$ cat config.mk
export PLATFORM = sky130hd
export DESIGN_NAME = ir_symbol_capture
export DESIGN_NICKNAME = d
export VERILOG_FILES = /design/src/rtl/ir_symbol_capture.sv
export SDC_FILE = /design/constraint.sdc
export NUM_CORES = 1
export LEC_CHECK = 0
export ABC_AREA = 1
export BUFFER_PORTS_ARGS = -buffer_cell sky130_fd_sc_hd__buf_2
export CORE_MARGIN = 2
export CORE_UTILIZATION = 25
export CTS_CLUSTER_SIZE = 20
export DETAILED_ROUTE_END_ITERATION = 10
export PLACE_DENSITY = 0.36
export SLEW_MARGIN = 40
export SYNTH_ARGS = -nofsm -noshare
export SYNTH_HDL_FRONTEND = slang
export SYNTH_SLANG_ARGS = --single-unit
$ cat constraint.sdc
create_clock -name clk -period 8.65 [get_ports clk]
set_input_delay 1.73 -clock clk [delete_from_list [all_inputs] [get_ports clk]]
set_output_delay 1.73 -clock clk [all_outputs]
set_load 0.01 [all_outputs]
$ cat src/rtl/ir_symbol_capture.sv
module ir_symbol_capture #(
  parameter int          DEPTH       = 16,
  parameter int          UNIT_DIV    = 10,
  parameter int          BUSY_CYCLES = 8,
  parameter logic [15:0] MAXW_RST    = 16'd16000,
  parameter logic [6:0]  PRESC_RST   = 7'd0
) (
  input  logic        clk,
  input  logic        rst_n,
  input  logic        ir_in,
  input  logic        reg_wr,
  input  logic        reg_rd,
  input  logic [5:0]  reg_addr,
  input  logic [31:0] reg_wdata,
  output logic [31:0] reg_rdata,
  output logic        irq
);
  localparam int AW = $clog2(DEPTH);
  localparam int CW = AW + 1;
  localparam int BW = $clog2(BUSY_CYCLES + 1);
  localparam logic [31:0] CFG_RST = {MAXW_RST, 2'b00, 6'd0, 1'b1, PRESC_RST};
  localparam logic [5:0] A_EN = 6'h00, A_CFG = 6'h04, A_BUSY = 6'h08, A_CNT = 6'h0C,
                         A_DATA = 6'h10, A_MASK = 6'h14, A_STAT = 6'h18, A_CLR = 6'h1C,
                         A_GO = 6'h20;

  typedef enum logic [1:0] {S_IDLE, S_LOW, S_HIGH} state_t;

  logic          en, running;
  logic [BW-1:0] busy_cnt;
  logic [31:0]   cfg;
  logic [2:0]    mask, st, masked, st_set, st_clr;
  logic          s1, s2, sd, fall, rise;
  state_t        state;
  logic [15:0]   lo_cnt, hi_cnt, div_cnt, unit_lim, maxw, nxt_lo, nxt_hi, hi_sat;
  logic [16:0]   sum;
  logic          tick, edge_now, close_max, push_req, push_ok, drop, pop, full, rcv_set;
  logic [31:0]   push_word;
  logic [31:0]   mem [DEPTH];
  logic [AW-1:0] wp, rp;
  logic [CW-1:0] cnt, cnt_nxt;

  wire wr_en  = reg_wr && reg_addr == A_EN;
  wire wr_go  = reg_wr && reg_addr == A_GO;

  always_ff @(posedge clk or negedge rst_n)
    if (!rst_n) {s1, s2, sd} <= 3'b111;
    else        {s1, s2, sd} <= {ir_in, s1, s2};

  assign fall = sd & ~s2;
  assign rise = ~sd & s2;

  assign maxw     = cfg[31:16];
  assign unit_lim = (16'(cfg[6:0]) + 16'd1) * 16'(UNIT_DIV) - 16'd1;
  assign tick     = running && state != S_IDLE && div_cnt == unit_lim;
  assign edge_now = (state == S_LOW && rise) || (state == S_HIGH && fall);
  assign nxt_lo   = (state == S_LOW)  ? lo_cnt + 16'd1 : lo_cnt;
  assign nxt_hi   = (state == S_HIGH) ? hi_cnt + 16'd1 : hi_cnt;
  assign sum      = {1'b0, nxt_lo} + {1'b0, nxt_hi};
  assign hi_sat   = (nxt_lo >= maxw) ? 16'd0 : maxw - nxt_lo;
  assign close_max = tick && !edge_now && sum >= {1'b0, maxw};
  assign push_req  = close_max || (running && state == S_HIGH && fall);
  assign push_word = close_max ? {hi_sat, nxt_lo} : {hi_cnt, lo_cnt};

  always_ff @(posedge clk or negedge rst_n) begin
    if (!rst_n) begin
      state <= S_IDLE; lo_cnt <= '0; hi_cnt <= '0; div_cnt <= '0;
    end else if (!running) begin
      state <= S_IDLE;
    end else begin
      case (state)
        S_IDLE: if (fall) begin
          state <= S_LOW; lo_cnt <= '0; hi_cnt <= '0; div_cnt <= '0;
        end
        S_LOW: if (rise) begin
          state <= S_HIGH; div_cnt <= '0;
        end else if (close_max) state <= S_IDLE;
        else if (tick) begin lo_cnt <= nxt_lo; div_cnt <= '0; end
        else div_cnt <= div_cnt + 16'd1;
        S_HIGH: if (fall) begin
          state <= S_LOW; lo_cnt <= '0; hi_cnt <= '0; div_cnt <= '0;
        end else if (close_max) state <= S_IDLE;
        else if (tick) begin hi_cnt <= nxt_hi; div_cnt <= '0; end
        else div_cnt <= div_cnt + 16'd1;
        default: state <= S_IDLE;
      endcase
    end
  end

  assign full    = cnt == CW'(DEPTH);
  assign pop     = reg_rd && reg_addr == A_DATA && cnt != '0;
  assign push_ok = push_req && (!full || pop);
  assign drop    = push_req && full && !pop;
  assign cnt_nxt = cnt + CW'(push_ok) - CW'(pop);
  assign rcv_set = push_ok && 7'(cnt_nxt) > {1'b0, cfg[13:8]};

  always_ff @(posedge clk) if (push_ok) mem[wp] <= push_word;

  always_ff @(posedge clk or negedge rst_n)
    if (!rst_n) begin
      wp <= '0; rp <= '0; cnt <= '0;
    end else begin
      if (push_ok) wp <= wp + 1'b1;
      if (pop)     rp <= rp + 1'b1;
      cnt <= cnt_nxt;
    end

  assign st_set = {drop, close_max, rcv_set};
  assign st_clr = (reg_wr && reg_addr == A_CLR) ? reg_wdata[18:16] : 3'b000;
  assign masked = st & ~mask;
  assign irq    = |masked;

  always_ff @(posedge clk or negedge rst_n)
    if (!rst_n) begin
      en <= 1'b0; running <= 1'b0; busy_cnt <= '0; cfg <= CFG_RST; mask <= 3'b111; st <= '0;
    end else begin
      st <= (st & ~st_clr) | st_set;
      if (busy_cnt != '0) busy_cnt <= busy_cnt - 1'b1;
      if (wr_en) begin
        en <= reg_wdata[0];
        if (reg_wdata[0] && !en) busy_cnt <= BW'(BUSY_CYCLES);
        if (!reg_wdata[0]) running <= 1'b0;
      end
      if (wr_go && en && busy_cnt == '0) running <= 1'b1;
      if (reg_wr && reg_addr == A_CFG)  cfg  <= reg_wdata;
      if (reg_wr && reg_addr == A_MASK) mask <= reg_wdata[10:8];
    end

  always_comb begin
    reg_rdata = '0;
    if (reg_rd)
      case (reg_addr)
        A_EN:   reg_rdata = {31'd0, en};
        A_CFG:  reg_rdata = cfg;
        A_BUSY: reg_rdata = {31'd0, busy_cnt != '0};
        A_CNT:  reg_rdata = 32'(cnt);
        A_DATA: reg_rdata = (cnt != '0) ? mem[rp] : 32'd0;
        A_MASK: reg_rdata = {21'd0, mask, 8'd0};
        A_STAT: reg_rdata = {5'd0, masked, 13'd0, st, 8'd0};
        default: reg_rdata = '0;
      endcase
  end

  AST_FIFO_BOUND: assert property (@(posedge clk) disable iff (!rst_n) cnt <= CW'(DEPTH));
  AST_DROP_KEEPS: assert property (@(posedge clk) disable iff (!rst_n) drop |=> cnt == CW'(DEPTH));
  AST_BUSY_NO_RUN: assert property (@(posedge clk) disable iff (!rst_n) busy_cnt != '0 |-> !running);
  AST_IRQ_MASKED: assert property (@(posedge clk) disable iff (!rst_n) mask == 3'b111 |-> !irq);
  AST_PUSH_RUNNING: assert property (@(posedge clk) disable iff (!rst_n) push_req |-> running);
endmodule

# Word level (Yosys, flattened, before mapping)
# Memories as Yosys holds them, arrays and structs flattened.
# Cells that the tools add are included.
[word_totals]
ff_bits = 110
latch_bits = 0
out_inout_bits = 33
mem_bits_rw = 512
rom_bits = 0
n_memories = 1
[classes]
n_bitwise = 9
n_eq_ne = 21
add_sub_neg = 12
shifts = 0
n_reduce_logical = 45
mux = 36
mul = 1
div = 0
order_cmp = 3
[memory_table]
columns = ["memory", "words", "word_bits", "rd", "rd_ports_with_merged_regs", "wr", "line_no", "text"]
rows = [
  ["mem", 16, 32, 1, 0, 1, "38", "logic [31:0] mem [DEPTH];"],
]
[ops]
columns = ["op", "n"]
rows = [
  ["two-way mux 16 bit", 14],
  ["case mux 32 bit (7 select lines)", 1],
  ["two-way mux 32 bit", 3],
  ["case mux 16 bit (2 select lines)", 2],
  ["adder 16 x 1 -> 16 bit (second input constant)", 3],
  ["case mux 16 bit (3 select lines)", 1],
  ["== test 6 x 5 -> 1 bit (second input constant)", 4],
  ["logical AND 1 bit", 22],
  ["adder 16 x 16 -> 17 bit", 1],
  [">= comparator 17 x 16 -> 1 bit", 1],
  ["== test 16 bit", 1],
  [">= comparator 16 bit", 1],
  ["subtractor 16 bit", 1],
  ["subtractor 12 x 1 -> 13 bit (second input constant)", 1],
  ["== test 6 x 4 -> 1 bit (second input constant)", 2],
  ["two-way mux 4 bit", 3],
  ["multiplier 8 x 3 -> 11 bit (second input constant)", 1],
  ["two-way mux 2 bit", 5],
  ["inequality test 3 bit (second input constant)", 3],
  ["adder 4 x 1 -> 4 bit (second input constant)", 2],
  ["adder 7 x 1 -> 8 bit (second input constant)", 1],
  ["inequality test 2 bit (second input constant)", 4],
  ["nonzero test 2 bit", 4],
  ["AND 3 bit", 2],
  ["31 further kinds", 44],
]

# Longest topological paths before layout
[depth]
word_depth = 14
ltp_mapped = 41
ltp_nobuf = 41

# Worst setup path after synthesis
# Ideal clock, no wire load.
[synth_timing]
path_type = "register -> register"
from = "reg state[1]"
to = "mem mem[13][0] (enable)"
period_less_slack_ns = 6.915
stages_incl_launch_ff = 31
slack_ns = 1.735
t_arrival_ns = 6.454
path_cell_list = "dfrtp_1 inv_1 ha_1 buf_2 nand4_1 nor3_1 inv_1 nor3_1 inv_1 nor2_1 nand2_1 xor2_1 inv_1 ha_1 nand2_1 inv_1 a221oi_1 o21ai_0 xor2_1 ha_1 nand2_1 nor2_1 nand4_1 nand3_1 inv_1 a21oi_1 nand3_4 nand2_4 nand2_4 buf_6 nor3_1"
[synth_between]
elab_chain_len = 10
elab_cells_between_ends = 21
[synth_lines]
columns = ["item", "line_no", "text"]
rows = [
  ["start, declared", "33", "state_t state;"],
  ["start signal, assigned", "66", "state <= S_IDLE; lo_cnt <= '0; hi_cnt <= '0; div_cnt <= '0;"],
  ["start signal, assigned", "68", "state <= S_IDLE;"],
  ["start signal, assigned", "72", "state <= S_LOW; lo_cnt <= '0; hi_cnt <= '0; div_cnt <= '0;"],
  ["parallel branches: the longest is 6 deep, another holds adder 16 x 16 -> 17 bit", "--", ""],
  ["logical OR 1 bit *", "61", "assign push_req = close_max || (running && state == S_HIGH && fall);"],
  ["logical AND 1 bit *", "91", "assign push_ok = push_req && (!full || pop);"],
  ["two-way mux 1 bit *", "96", "always_ff @(posedge clk) if (push_ok) mem[wp] <= push_word;"],
  ["two-way mux 1 bit (implied by the code) *", "96", ""],
  ["end, declared", "38", ""],
]
# Mark *: on every way between the ends.

# Final worst setup path
[layout_timing]
from = "reg state[1]"
to = "reg st[0]"
[layout_between]
elab_chain_len = 13
elab_cells_between_ends = 24
[layout_lines]
columns = ["item", "line_no", "text"]
rows = [
  ["parallel branches: the longest is 6 deep, another holds adder 16 x 16 -> 17 bit", "--", ""],
  ["logical OR 1 bit *", "61", ""],
  ["logical AND 1 bit *", "91", ""],
  ["via push_ok", "36", "logic tick, edge_now, close_max, push_req, push_ok, drop, pop, full, rcv_set;"],
  ["adder 5 x 1 -> 5 bit *", "93", "assign cnt_nxt = cnt + CW'(push_ok) - CW'(pop);"],
  ["subtractor 5 x 1 -> 5 bit *", "93", ""],
  ["via cnt_nxt[1]", "40", "logic [CW-1:0] cnt, cnt_nxt;"],
  ["> comparator 5 x 6 -> 1 bit *", "94", "assign rcv_set = push_ok && 7'(cnt_nxt) > {1'b0, cfg[13:8]};"],
  ["logical AND 1 bit *", "94", ""],
  ["bitwise OR 3 bit *", "116", "st <= (st & ~st_clr) | st_set;"],
  ["end signal, assigned", "116", ""],
  ["end, declared", "31", "logic [2:0] mask, st, masked, st_set, st_clr;"],
]
# Mark *: on every way through the listed nets, which the timed path passes.
# A chain may end at the register's enable or synchronous reset.

==> qor.yml <==
yosys:
  synth_compound_area_share_pct: 13.7
  synth-xor-area-share_pct: 2.15
  synth-seq-cells: 622
  synthMuxAreaShare_pct: 0.303
  synth_ff_type: "edfxtp_1"
  ys_warn_count: 0
  syn_area_sq_mm: 0.0297
  synth_top_family_by_area: "simple AND/OR/NAND/NOR gates"
  synth_edf_count: 512
  syn_inst: 2850
  synth_nets: 2980
  yosys.area_share.simple_pct: 14.4
  yosys.cell_types.count: 58
  synthAdderAreaFrac_pct: 3.76
  synthArstFlopShare_pct: 17.7
  syn_avg_cell_area_sq_um: 10.4
  ys_seq_area_share_pct: 61.1
route:
  firstDrtPassIters: 5
  vias: 21855
  drt_iter0_markers: 1419
  drcViolationCount: 0
  wirelength_um: 104000
  drt-vias-per-instance: 4.82
  wl_per_cell_um: 22.8
  antenna_left: 0
setup_path:
  start_kind: "flop"
  ff2ff_path_depth: 39
  crit_path_top_delay_cell: "a21oi_1"
  cpMostUsedCell: "inv_1"
  arrival_ns: 8.05
  critPathMaxFanout: 21
  critPathMaxStageDelay_ns: 0.47
  crit_type: "flop to flop"
  cp-end-kind: "flop"
  crit_required_ns: 9.19
clocking:
  cts_made_buffers: 74
  clk_latency_ns: 0.63
  root_buffer: "clkbuf_16"
  cts_resized: 0
  clkTransAtPathRegs_ns: 0.06
  clock-sinks: 622
  cts_max_path_buffers: 3
  cts_hold_buffers: 0
  cts_setup_buffers: 0
  cts_tree: "done"
  h-tree-depth: 3
place:
  hpwl_um: 65500
  place_congestion: 0.832
  dp.cells: 4398
  portBuffers: 75
final_layout:
  syn_to_final_growth_pct: 16.3
  final_cells: 4534
  final_nets: 3068
  antenna_cells: 0
  layout-drive-gt1-share_pct: 12.2
die:
  ios: 76
  row_count: 126
  die_w_um: 349
  die_h_um: 349
  die_area_sq_mm: 0.122
  start_util_pct: 25.2
  core_sq_mm: 0.118
timing:
  rsz0062_at_grt: "false"
  fin_tns_setup_ns: 0
  slew_headroom_pct: 39.6
  clock_skew_ns: 0.0208
  maxSlewViolCount: 0
  hold_viol_final: 0
  period_minus_slack_ns: 7.51
  setup_viol: 0
  worstMarginPinSlew_ns: 0.906
  fin_crit_sh_pct: 86.8
  fmax_mhz: 133
grt:
  grt_max_degree: 161
  grt.total_usage_pct: 16.8
  grt_pass1_vias: 21893
  grt_pass1_wl_um: 151000
  antenna_found_initial: 0
  grt-ovfl-total: 0
pwr:
  peakVddDrop_v: 0.000147
  p_per_area_mw_per_mm2: 250
  leakage_uw: 0.0135
worst_hold_path:
  worstHoldPathType: "flop to flop"
  hold-path-cell-count: 0
job:
  cap_violations: 0
status:
  outcome: "complete, no violations"
sequential cells by signal, summed over array words and instances, names as in the netlist, 2 cells and up:
| name | flops |
|---|---|
| st | 3 |
| lo_cnt | 16 |
| cnt | 5 |
| div_cnt | 16 |
| wp | 4 |
| rp | 4 |
| busy_cnt | 4 |
| cfg | 32 |
| mask | 3 |
| state | 2 |
| hi_cnt | 16 |
| mem | 512 |
cell usage after synthesis, types with 13 or more instances:
master / number / area [sq um]
edfxtp_1: 512 / 15400
nor2_1: 428 / 1610
o21ai_0: 379 / 1900
nand2_1: 374 / 1400
inv_1: 193 / 724
clkbuf_1: 115 / 432
nand3_1: 108 / 541
a21oi_1: 102 / 510
dfrtp_1: 97 / 2430
ha_1: 83 / 1040
o22ai_1: 73 / 457
o221ai_1: 52 / 455
xor2_1: 51 / 447
nor3_1: 36 / 180
xnor2_1: 22 / 193
a22oi_1: 20 / 150
nand4_1: 18 / 113
o21ai_2: 15 / 131
dfstp_2: 13 / 342
critical path: cells and delay by family, from the launching register on:
family	cells	cell delay, ns
flip-flops	1	0.42
AND/OR/NAND/NOR	17	2.28
XOR/XNOR	2	0.52
buffers and inverters	8	0.80
AO/OA/AOI/OAI	6	1.38
adder cells (fa/ha/maj)	6	2.04
through the flow:
stage	utilization (%)	power (uW)	cell area, sq um	hold slack (ns)	setup slack, ns
finish	29.3	8660	34600	0.361	1.14
global route	29.3	9160	34600	0.366	0.205
global placement	27.3	5670	32200	0.347	1.13
CTS	29.3	8790	34600	0.362	1.01
floorplan	-	4970	29700	0.345	1.73
detailed placement	27.3	5690	32200	0.353	1.03
cells in the final DEF, fill, tap and decap left out, types with 21 or more instances in the layout:
cell type,count
xor2_1,51
xnor2_1,22
o21ai_0,369
nor2_1,428
nand2_1,373
buf_2,74
inv_1,190
a21oi_1,99
o21ai_1,21
buf_4,66
o221ai_1,52
dfrtp_1,94
clkbuf_16,75
ha_1,83
edfxtp_1,512
nand3_1,108
o22ai_1,73
nor3_1,22
worst paths after layout:
| path | to | start | slack, ns |
|---|---|---|---|
| max | st[0] | state[1] | 1.14 |
| min | s2 | s1 | 0.36 |
| max reg2reg | st[0] | state[1] | 1.14 |
| min reg2reg | s2 | s1 | 0.36 |
| max in group asynchronous | hi_cnt[15] | rst_n | 6.50 |
| min in group asynchronous | div_cnt[10] | rst_n | 1.12 |
kinds of logic after synthesis:
| family | Yosys count |
|---|---|
| xor gates and xnor gates | 73 |
| DFF | 622 |
| adders and majority gates | 87 |
| AOI/OAI and AO/OA | 706 |
| muxes | 8 |
| buffers and inverters | 339 |
| and+or+nand+nor | 1015 |
power breakdown:
part	internal, uW	total, uW	switching, uW	leakage, uW
combinational	661	2140	1480	0.00559
clock	1760	3050	1290	0.00114
sequential	3340	3470	127	0.00682
area by class of cell:
class	count	area, sq um
Timing Repair Buffer	151	1030
Fill cell	12212	83300
Multi-Input combinational cell	1889	10400
Clock buffer	94	1960
Sequential cell	622	18200
Clock inverter	42	385
Tap cell	1536	1920
Inverter	200	762
layer usage:
| metal | GRT usage [%] | share of wire, % | up-vias |
|---|---|---|---|
| met3 | 2.12 | 3.6 | 112 |
| met4 | 3.68 | 1.7 | 0 |
| met2 | 28.6 | 48 | 444 |
| met1 | 22.9 | 46 | 11019 |
| li1 | - | - | 10280 |
| met5 | 0 | 0 | - |
(Power assumes the default switching activity.)
